### src/rtl/dpot_pkg.sv
// Shared constants and types for the potentiometer command engine.
// Assumes two channels and four setting registers per channel, fixed by
// the instruction byte layout (one channel bit, two index bits).
package dpot_pkg;
    localparam int NCH    = 2;
    localparam int NREG   = 4;
    localparam int IDX_W  = $clog2(NREG);
    localparam int BYTE_W = 8;

    typedef enum logic [3:0] {
        OP_BAD, OP_RD_W, OP_WR_W, OP_RD_D, OP_WR_D,
        OP_R2W, OP_W2R, OP_GR2W, OP_GW2R, OP_STEP
    } op_kind_e;

    typedef enum logic [2:0] {
        S_IDLE, S_INSTR, S_DATA, S_STEP, S_DONE
    } eng_state_e;
endpackage

### src/rtl/dpot_op_decode.sv
// Instruction byte classifier: maps the opcode nibble to an operation kind.
// Assumes bit 3 of the instruction must be zero; otherwise the byte is invalid.
module dpot_op_decode
    import dpot_pkg::*;
(
    input  logic [BYTE_W-1:0] instr,
    output op_kind_e          kind
);
    // Decode the high nibble; reject reserved bit 3.
    always_comb begin
        kind = OP_BAD;
        if (!instr[3]) begin
            unique case (instr[7:4])
                4'b1001: kind = OP_RD_W;
                4'b1010: kind = OP_WR_W;
                4'b1011: kind = OP_RD_D;
                4'b1100: kind = OP_WR_D;
                4'b1101: kind = OP_R2W;
                4'b1110: kind = OP_W2R;
                4'b0001: kind = OP_GR2W;
                4'b1000: kind = OP_GW2R;
                4'b0010: kind = OP_STEP;
                default: kind = OP_BAD;
            endcase
        end
    end
endmodule

### src/rtl/dpot_wiper.sv
// One wiper counter: parallel load or saturating single-tap step.
// Assumes load and step are never requested together; load wins if they are.
module dpot_wiper #(
    parameter int W = 6
) (
    input  logic         clk,
    input  logic         rst_n,
    input  logic         load_en,
    input  logic [W-1:0] load_val,
    input  logic         step_en,
    input  logic         step_up,
    output logic [W-1:0] value
);
    localparam logic [W-1:0] TOP = '1;

    logic [W-1:0] value_q;

    // Hold the tap position; load or step it.
    always_ff @(posedge clk) begin
        if (!rst_n) begin
            value_q <= '0;
        end else if (load_en) begin
            value_q <= load_val;
        end else if (step_en) begin
            if (step_up && value_q != TOP)
                value_q <= value_q + 1'b1;
            else if (!step_up && value_q != '0)
                value_q <= value_q - 1'b1;
        end
    end

    assign value = value_q;

    AST_STEP_SAT_HIGH: assert property (@(posedge clk) disable iff (!rst_n)
        (step_en && step_up && !load_en && value_q == TOP) |=> value_q == TOP);
    AST_STEP_SAT_LOW: assert property (@(posedge clk) disable iff (!rst_n)
        (step_en && !step_up && !load_en && value_q == '0) |=> value_q == '0);
    AST_STEP_UP_ONE: assert property (@(posedge clk) disable iff (!rst_n)
        (step_en && step_up && !load_en && value_q != TOP) |=> value_q == $past(value_q) + 1'b1);
    AST_HOLD_IDLE: assert property (@(posedge clk) disable iff (!rst_n)
        (!step_en && !load_en) |=> $stable(value_q));
endmodule

### src/rtl/dpot_nv_bank.sv
// Setting register bank for all channels with a shared write-busy timer.
// Assumes every channel written in one cycle uses the same register index,
// and that no write is requested while busy (the engine refuses those).
module dpot_nv_bank
    import dpot_pkg::*;
#(
    parameter int W                = 6,
    parameter int NV_WRITE_CYCLES  = 20
) (
    input  logic                              clk,
    input  logic                              rst_n,
    input  logic [NCH-1:0]                    wr_en,
    input  logic [IDX_W-1:0]                  wr_idx,
    input  logic [NCH-1:0][W-1:0]             wr_val,
    output logic [NCH-1:0][NREG-1:0][W-1:0]   regs,
    output logic                              busy
);
    localparam int CNT_W = $clog2(NV_WRITE_CYCLES + 1);

    logic [NCH-1:0][NREG-1:0][W-1:0] regs_q;
    logic [CNT_W-1:0]                cnt_q;

    for (genvar c = 0; c < NCH; c++) begin : g_ch
        // Store the value for this channel when requested.
        always_ff @(posedge clk) begin
            if (!rst_n)
                regs_q[c] <= '0;
            else if (wr_en[c])
                regs_q[c][wr_idx] <= wr_val[c];
        end
    end

    // Count down the nonvolatile write time after each store.
    always_ff @(posedge clk) begin
        if (!rst_n)
            cnt_q <= '0;
        else if (|wr_en)
            cnt_q <= CNT_W'(NV_WRITE_CYCLES);
        else if (cnt_q != '0)
            cnt_q <= cnt_q - 1'b1;
    end

    assign regs = regs_q;
    assign busy = (cnt_q != '0);

    AST_BUSY_AFTER_STORE: assert property (@(posedge clk) disable iff (!rst_n)
        (|wr_en) |=> busy);
    AST_NO_STORE_WHILE_BUSY: assert property (@(posedge clk) disable iff (!rst_n)
        busy |-> !(|wr_en));
endmodule

### src/rtl/dpot_cmd_engine.sv
// Command engine for a two-channel, 64-tap digital potentiometer.
// Consumes decoded bus events, runs the instruction set and the stepping
// mode, and drives both wipers. Assumes bus_start and bus_stop never
// coincide and all event inputs are single-cycle pulses.
module dpot_cmd_engine
    import dpot_pkg::*;
#(
    parameter int W               = 6,
    parameter int NV_WRITE_CYCLES = 20
) (
    input  logic              clk,
    input  logic              rst_n,
    input  logic              bus_start,
    input  logic              bus_stop,
    input  logic              rx_valid,
    input  logic [BYTE_W-1:0] rx_byte,
    input  logic              step_pulse,
    input  logic              step_level,
    output logic              ack_valid,
    output logic              ack_ok,
    output logic              rd_valid,
    output logic [BYTE_W-1:0] rd_byte,
    output logic [W-1:0]      wiper0,
    output logic [W-1:0]      wiper1,
    output logic              nv_busy
);
    eng_state_e                      state_q;
    op_kind_e                        op_q;
    op_kind_e                        op_now;
    logic                            ch_q;
    logic [IDX_W-1:0]                idx_q;
    logic                            sel_ch;
    logic [IDX_W-1:0]                sel_idx;
    logic                            no_event;
    logic                            instr_fire;
    logic                            accept;
    logic                            data_fire;
    logic                            step_fire;
    logic [NCH-1:0]                  w_load;
    logic [NCH-1:0][W-1:0]           w_load_val;
    logic [NCH-1:0]                  w_step;
    logic [NCH-1:0][W-1:0]           w_val;
    logic [NCH-1:0]                  nv_wr;
    logic [IDX_W-1:0]                nv_idx;
    logic [NCH-1:0][W-1:0]           nv_val;
    logic [NCH-1:0][NREG-1:0][W-1:0] nv_regs;
    logic                            busy;
    logic [W-1:0]                    rd_val;

    dpot_op_decode u_dec (
        .instr (rx_byte),
        .kind  (op_now)
    );

    assign sel_ch     = rx_byte[2];
    assign sel_idx    = rx_byte[IDX_W-1:0];
    assign no_event   = !bus_start && !bus_stop;
    assign instr_fire = (state_q == S_INSTR) && rx_valid && no_event;
    assign accept     = instr_fire && (op_now != OP_BAD) && !busy;
    assign data_fire  = (state_q == S_DATA) && rx_valid && no_event;
    assign step_fire  = (state_q == S_STEP) && step_pulse && no_event;

    // Build load, step and store requests for wipers and registers.
    always_comb begin
        w_load     = '0;
        w_load_val = '0;
        w_step     = '0;
        nv_wr      = '0;
        nv_val     = '0;
        nv_idx     = accept ? sel_idx : idx_q;
        if (accept) begin
            for (int c = 0; c < NCH; c++) begin
                unique case (op_now)
                    OP_R2W: if (sel_ch == c[0]) begin
                        w_load[c]     = 1'b1;
                        w_load_val[c] = nv_regs[c][sel_idx];
                    end
                    OP_GR2W: begin
                        w_load[c]     = 1'b1;
                        w_load_val[c] = nv_regs[c][sel_idx];
                    end
                    OP_W2R: if (sel_ch == c[0]) begin
                        nv_wr[c]  = 1'b1;
                        nv_val[c] = w_val[c];
                    end
                    OP_GW2R: begin
                        nv_wr[c]  = 1'b1;
                        nv_val[c] = w_val[c];
                    end
                    default: ;
                endcase
            end
        end
        if (data_fire) begin
            if (op_q == OP_WR_W) begin
                w_load[ch_q]     = 1'b1;
                w_load_val[ch_q] = rx_byte[W-1:0];
            end else begin
                nv_wr[ch_q]  = 1'b1;
                nv_val[ch_q] = rx_byte[W-1:0];
            end
        end
        if (step_fire)
            w_step[ch_q] = 1'b1;
    end

    // Value returned by a read instruction.
    always_comb begin
        if (op_now == OP_RD_W)
            rd_val = w_val[sel_ch];
        else
            rd_val = nv_regs[sel_ch][sel_idx];
    end

    for (genvar c = 0; c < NCH; c++) begin : g_wiper
        dpot_wiper #(.W(W)) u_wiper (
            .clk      (clk),
            .rst_n    (rst_n),
            .load_en  (w_load[c]),
            .load_val (w_load_val[c]),
            .step_en  (w_step[c]),
            .step_up  (step_level),
            .value    (w_val[c])
        );
    end

    dpot_nv_bank #(.W(W), .NV_WRITE_CYCLES(NV_WRITE_CYCLES)) u_bank (
        .clk    (clk),
        .rst_n  (rst_n),
        .wr_en  (nv_wr),
        .wr_idx (nv_idx),
        .wr_val (nv_val),
        .regs   (nv_regs),
        .busy   (busy)
    );

    // Command sequencer: tracks the byte position and answers each byte.
    always_ff @(posedge clk) begin
        if (!rst_n) begin
            state_q   <= S_IDLE;
            op_q      <= OP_BAD;
            ch_q      <= 1'b0;
            idx_q     <= '0;
            ack_valid <= 1'b0;
            ack_ok    <= 1'b0;
            rd_valid  <= 1'b0;
            rd_byte   <= '0;
        end else begin
            ack_valid <= 1'b0;
            rd_valid  <= 1'b0;
            if (bus_start) begin
                state_q <= S_INSTR;
            end else if (bus_stop) begin
                state_q <= S_IDLE;
            end else if (rx_valid && state_q != S_IDLE) begin
                ack_valid <= 1'b1;
                ack_ok    <= 1'b0;
                state_q   <= S_DONE;
                if (state_q == S_INSTR && accept) begin
                    ack_ok <= 1'b1;
                    op_q   <= op_now;
                    ch_q   <= sel_ch;
                    idx_q  <= sel_idx;
                    if (op_now == OP_WR_W || op_now == OP_WR_D)
                        state_q <= S_DATA;
                    else if (op_now == OP_STEP)
                        state_q <= S_STEP;
                    if (op_now == OP_RD_W || op_now == OP_RD_D) begin
                        rd_valid <= 1'b1;
                        rd_byte  <= BYTE_W'(rd_val);
                    end
                end else if (state_q == S_DATA) begin
                    ack_ok <= 1'b1;
                end else if (state_q == S_STEP) begin
                    state_q <= S_STEP;
                end
            end
        end
    end

    assign wiper0  = w_val[0];
    assign wiper1  = w_val[1];
    assign nv_busy = busy;

    AST_NACK_WHILE_BUSY: assert property (@(posedge clk) disable iff (!rst_n)
        (instr_fire && busy) |=> (ack_valid && !ack_ok));
    AST_READ_PADDED: assert property (@(posedge clk) disable iff (!rst_n)
        rd_valid |-> ((rd_byte >> W) == '0 && ack_valid && ack_ok));
    AST_IDLE_WIPERS_STILL: assert property (@(posedge clk) disable iff (!rst_n)
        (state_q == S_IDLE) |=> $stable(w_val));
    AST_IDLE_NO_ACK: assert property (@(posedge clk) disable iff (!rst_n)
        (state_q == S_IDLE && !bus_start) |=> !ack_valid);
    AST_EVENTS_APART: assert property (@(posedge clk) disable iff (!rst_n)
        !(bus_start && bus_stop));
endmodule

### config.mk
export PLATFORM = sky130hd
export DESIGN_NAME = dpot_cmd_engine
export DESIGN_NICKNAME = d
export VERILOG_FILES = /design/src/rtl/dpot_pkg.sv /design/src/rtl/dpot_op_decode.sv /design/src/rtl/dpot_wiper.sv /design/src/rtl/dpot_nv_bank.sv /design/src/rtl/dpot_cmd_engine.sv
export SDC_FILE = /design/constraint.sdc
export NUM_CORES = 1
export LEC_CHECK = 0
export ABC_AREA = 1
export BUFFER_PORTS_ARGS = -buffer_cell sky130_fd_sc_hd__clkbuf_2
export CORE_UTILIZATION = 50
export DETAILED_ROUTE_END_ITERATION = 6
export PLACE_DENSITY = 0.68
export SETUP_SLACK_MARGIN = 0.02
export SLEW_MARGIN = 20
export SYNTH_ARGS = -nofsm -noshare
export SYNTH_HDL_FRONTEND = slang
export SYNTH_SLANG_ARGS = --single-unit
### constraint.sdc
create_clock -name clk -period 4.7 [get_ports clk]
set_input_delay 0.47 -clock clk [delete_from_list [all_inputs] [get_ports clk]]
set_output_delay 0.47 -clock clk [all_outputs]
set_load 0.02 [all_outputs]
Yosys cells after proc, flatten, opt, wreduce, memory -nomap -nowiden:

Memory sizes are Yosys's and may differ from the RTL's.
Index checks and enable logic that the tools add are counted.

* bits in registers: 84
* memory bits (read-only): 64
* input bits: 15
* output and inout bits: 24
* logic and storage cells: 170
* memories: 1

* $add $sub $neg: 5
* order comparisons: 6
* equal/unequal tests: 15
* muxes and demuxes: 72
* bitwise logic cells: 7
* reductions and logical operators: 43

Memories
* (no name shown): words 16, bits a word 4, read ports 1, clocked after memory_dff 0, write ports 0, RTL line dpot_op_decode.sv:13 `unique case (instr[7:4])`

Operator list (count)
* $mux 6: 20
* $mux 12: 6
* $bwmux 24: 2
* $mux 24: 2
* $pmux 6 s2: 4
* $bmux 6 s2: 3
* $bwmux 12: 2
* $logic_and 1x1->1: 17
* $eq 4x3->1 const B: 4
* $mux 2: 8
* $mux 3: 5
* $add 6x1->6 const B: 2
* $demux 6 s2: 1
* $eq 4x2->1 const B: 3
* $ne 6x6->1 const B: 2
* $reduce_bool 3->1: 4
* $reduce_bool 6->1: 2
* $sub 6x1->6 const B: 2
* $mux 1: 10
* $mux 5: 2
* $eq 4x4->1 const B: 2
* $pmux 1 s2: 4
* $demux 6 s1: 1
* $eq 3x2->1 const B: 2
* other kinds (23): 38

Depth between registers and ports, before layout:

* depth after elaboration: 11
* depth in mapped cells: 17

By module:

A second synthesis with hierarchy kept.

* cells, all modules: 892
* area, all modules: 5694.2 um^2

Modules (own cells, without submodules)
* dpot_cmd_engine: times used 1, cells an instance 407, area each 2205.9 um^2, sequential area each 380.4 um^2
* dpot_nv_bank: times used 1, cells an instance 260, area each 2144.6 um^2, sequential area each 1061.0 um^2
* dpot_wiper: times used 2, cells an instance 95, area each 586.8 um^2, sequential area each 120.1 um^2
* dpot_op_decode: times used 1, cells an instance 35, area each 170.2 um^2, sequential area each 0.0 um^2

Worst setup path after synthesis:

OpenSTA, ideal clock, no wires.

* kind: register to register
* from: reg g_wiper[0].u_wiper.value_q[1]
* to: reg g_wiper[0].u_wiper.value_q[3]
* arrival time: 2.314 ns
* data required time: 4.636 ns
* setup slack: 2.321 ns
* stages on the path, launching flop included: 11
* period minus slack after synthesis: 2.379 ns
* path through: dfxtp_1 -> nand4_1 -> o21ai_0 -> ha_1 -> a21o_1 -> a31oi_1 -> xnor2_1 -> nand3_1 -> o21ai_0 -> nor2_1 -> nor2_1

* longest elaborated chain between the ends: 5
* elaborated cells on any way between the ends: 12

Ends and longest elaborated chain
* start: declaration: RTL line dpot_wiper.sv:16 `logic [W-1:0] value_q;`
* start signal: assignment: RTL line dpot_wiper.sv:23 `value_q <= load_val;`
* start signal: assignment: RTL line dpot_wiper.sv:26 `value_q <= value_q + 1'b1;`
* start signal: assignment: RTL line dpot_wiper.sv:28 `value_q <= value_q - 1'b1;`
* $sub 6x1->6 / $ne 6x6->1 (equally long branches): RTL line dpot_wiper.sv:28, dpot_wiper.sv:25
* $mux 6 / $logic_and 1x1->1 (equally long branches): RTL line dpot_wiper.sv:27, dpot_wiper.sv:25
* $mux 6: RTL line dpot_wiper.sv:25 `if (step_up && value_q != TOP)`
* $mux 6: RTL line dpot_wiper.sv:24 `end else if (step_en) begin`
* $mux 6: RTL line dpot_wiper.sv:22 `end else if (load_en) begin`

Parallel ways exist; a longest one is shown, timed or not. The select of a mux whose other input is x is not followed.
A chain may end at the register's enable or synchronous reset.

Worst setup path after layout:

* from: reg g_wiper[0].u_wiper.value_q[1]
* to: reg g_wiper[0].u_wiper.value_q[5]

The elaborated chain is that of the path after synthesis.

==> summary.md <==
| Metric | Value |
|---|---|
| Status | completed |
| Inst Count DP | 1,015 |
| Postcts setup bufs | 0 |
| First-pass GRT wire length | 24.0 mm |
| Most numerous cell in the Yosys netlist | nand2_1 |
| Top cells by count, synth | 222 x nand2_1, 153 x nor2_1, 94 x inv_1, 84 x dfxtp_1, 76 x o21ai_0 |
| Initial cell density of the core | 52.1% |
| Post-CTS Resized | 0 |
| Flops & latches, synth | 84 |
| Initial DRC Count | between 400 and 500 |
| CTS Buf Count | 9 |
| Top cells by area, synth | dfxtp_1 31%, nand2_1 15%, nor2_1 11% |
| Skew-Pair Late Insertion Delay | between 0.3 and 0.4 ns |
| RSZ-0062 raised after global routing | no |
| Die width | around 110 microns |
| Worst reg2reg endpoint | g_wiper[0].u_wiper.value[5]$_SDFFE_PN0P_ |
| LEAKAGE | 2.94 nW |
| Arrival @ worst endpoint | 2.99 ns |
| Buffers added on ports | 36 |
| CP startpoint | g_wiper[0].u_wiper.value[1]$_SDFFE_PN0P_ |
| Area leader, netlist | dfxtp_1 |
| Crit end category | flop |
| Maximum root-to-sink buffer count | 2 |
| Htree depth | 3 |
| Clock slew at reported path FFs | 0.09 ns |
| Hold Worst Slack | between 0.3 and 0.4 ns |
| Synth unique cells | 43 |
| Aggregate global routing overflow | 0 |
| Register area | 0.00168 sq mm |
| Reg2reg path depth | 10 |
| Hold/Removal Path Class | primary input to flop |
| DRT Pass-1 Iters | 5 |
| Top cell type's share of synthesized area | between 30% and 40% |
| Gpl congestion | 0.926 |
| Slew @ Worst Pin | 0.820 ns |
| DRC errors left | 0 |
| Pwr dens | 260 mW/mm^2 |
| Via count | roughly 5,500 |
| Root Buffer Master | clkbuf_8 |
| Fraction of layout cells with a size suffix above 1 | 11.7% |
| Final hold violation count | 0 |
| DP Worst Slack | 1.82 ns |
| Routed met1 length | 6.94 mm |
| Core ar. | 0.0104 sq mm |
| Number of flops mapped to enable cells by yosys | 0 |
| Post-synth ARST share | 0% |
| Min Tclk post-route | 2.73 ns |
| Worst setup margin | 1.97 ns |
| CP Class | flop to flop |
| Reg2reg start | g_wiper[0].u_wiper.value[1]$_SDFFE_PN0P_ |
| Final net count | 920 |
| Achievable Freq | 366 MHz |
| Layout area overhead | 6.69% |
| Seq/Total Area, Yosys | a little under a third |
| Area of the multi-input gates | approximately 0.0031 sq mm |
| GRT Util Overall | 26.8% |
| Metal3 WL | 705 microns |
| Synth Instances | 872 |
| CTS tree | done |
| Peak supply drop | 0.162 mV |
| Maxcap violations | 0 |
| Highest Signal Layer | met4 |
| Pin count of the biggest net entering global routing | 72 |
| Fin crit share | 58.1% |
| Die height | roughly 110 microns |
| WP data required | 4.96 ns |
| Die area | 0.0113 sq mm |
| Mapped Area | 0.00542 sq mm |
| Initial antenna violation count | 0 |
| Post-Route WL | 14.5 mm |
| CTS Sinks | 84 |
| Row cnt | 37 |
| I/O Pins | 39 |
| Met2 routed WL | roughly 6.5 mm |
| WL/cell | around 14 microns |
| Cts hold-fix bufs | 0 |
| Final TNS setup | 0 ns |
| Crit path max fanout | 8 |
| DP HPWL | 10.8 mm |
| Rel. slew slack | 44.8% |
| DR vias/cell | about 5.3 |
| Mean Syn Cell Area | ~6.2 sq um |
| Fillers | 1,078 |
| Core Util, Final | 55.6% |
| Synth Warn # | 0 |
| Final Skew | 0.0146 ns |
| Pins Over Slew Limit | 0 |
| Final setup vio count | 0 |
| Vias in the first global route | 4,985 |
| Flop2flop setup slack | 1.97 ns |
| Crit start category | flop |
| Antenna Cells | 0 |
| Post-route ant nets | 0 |
| Non-Filler Instances | ~1,000 |
| CP endpoint | g_wiper[0].u_wiper.value[5]$_SDFFE_PN0P_ |
| Post-synth top flop | dfxtp_1 |
[where the power goes]
| group | switching, W | total (W) | leakage, nW | internal [W] |
|---|---|---|---|---|
| registers | 0.0000108 | 0.000737 | 0.678 | 0.000726 |
| logic | 0.000155 | 0.000229 | 2.16 | 0.0000739 |
| clock network | 0.000277 | 0.000540 | 0.0999 | 0.000262 |
| total | 0.000443 | 0.00151 | 2.94 | 0.00106 |
[registers in the layout (all words and copies together), names as in the netlist]
signal                 flops
ch_q                       1
op_q                       4
rd_valid                   1
ack_ok                     1
u_bank.cnt_q               5
u_bank.regs               48
idx_q                      2
ack_valid                  1
state_q                    3
g_wiper.u_wiper.value     12
rd_byte                    6
[cell type report]
type / instances / share of cell area, %
Clock buffer: 11 / 2.44
Clock inverter: 5 / 1.04
Inverter: 104 / 6.75
Multi-Input combinational cell: 653 / 54.4
Sequential cell: 84 / 29.1
Tap cell: 136 / 2.94
Timing Repair Buffer: 38 / 3.37
[how the worst min path moves through the flow]
stage | slack, ns | depth (start not counted) | startpoint | to
global placement | 0.44 | 2 | op_q[1]$_SDFFE_PN0P_ | op_q[1]$_SDFFE_PN0P_
floorplan | 0.43 | 2 | op_q[1]$_SDFFE_PN0P_ | op_q[1]$_SDFFE_PN0P_
finish | 0.34 | 3 | bus_start | state_q[0]$_SDFFE_PN0P_
CTS | 0.34 | 3 | bus_start | state_q[0]$_SDFFE_PN0P_
global route | 0.35 | 3 | bus_start | state_q[0]$_SDFFE_PN0P_
detailed placement | 0.46 | 2 | op_q[1]$_SDFFE_PN0P_ | op_q[1]$_SDFFE_PN0P_
[cell families (layout without fill, tap and decap cells)]
| logic type | after synthesis | count (layout) | synth area share (%) |
|---|---|---|---|
| and+or+nand+nor | 471 | 471 | 37.2 |
| AOI/OAI and AO/OA | 155 | 155 | 15.3 |
| buffers and inverters | 136 | 158 | 11.0 |
| DFF | 84 | 84 | 31.0 |
| adders and majority gates | 15 | 15 | 3.74 |
| xor gates and xnor gates | 8 | 8 | 1.29 |
| muxes | 2 | 2 | 0.392 |
| other | 1 | 2 | 0.0691 |
[layer usage]
layer / up-vias / global-route usage [%]
met2: 161 / 43.1
met1: 2492 / 36.5
met3: 30 / 3.37
met4: 0 / 10.0
li1: 2780 / -
met5: - / 0
[critical path, stage by stage, from the launching register on]
cell	delay [ns]
dfxtp_1	0.57
nand4_1	0.12
o21ai_0	0.67
ha_1	0.44
a21o_1	0.20
nand2_1	0.05
nand3_1	0.09
xor2_1	0.25
nor2_1	0.07
nor2_1	0.11
nor2_1	0.04
[per-stage QoR]
stage               instance area, sq um  total power (W)
floorplan                           5430         0.000924
global placement                    5590         0.000971
detailed placement                  5590         0.000978
CTS                                 5790          0.00151
global route                        5790          0.00157
finish                              5790          0.00151
[placed cells by master (no fill, tap or decap), types with 3 or more instances in the layout]
cell      instances
clkinv_1          3
xor2_1            6
a21oi_1          45
nand2_1         222
o21ai_0          76
clkbuf_2         36
ha_1             13
nand2_4           6
nor2_4            3
nor3_1            5
a31oi_1           8
nand2_2          21
nor2_2            7
or2_2             3
nand4_1           4
inv_2             7
inv_1            94
dfxtp_1          84
nand3_1          41
clkbuf_8         10
o211ai_1          5
nor2_1          153
o21ai_1          12
Power figures use the tool's default switching activity.
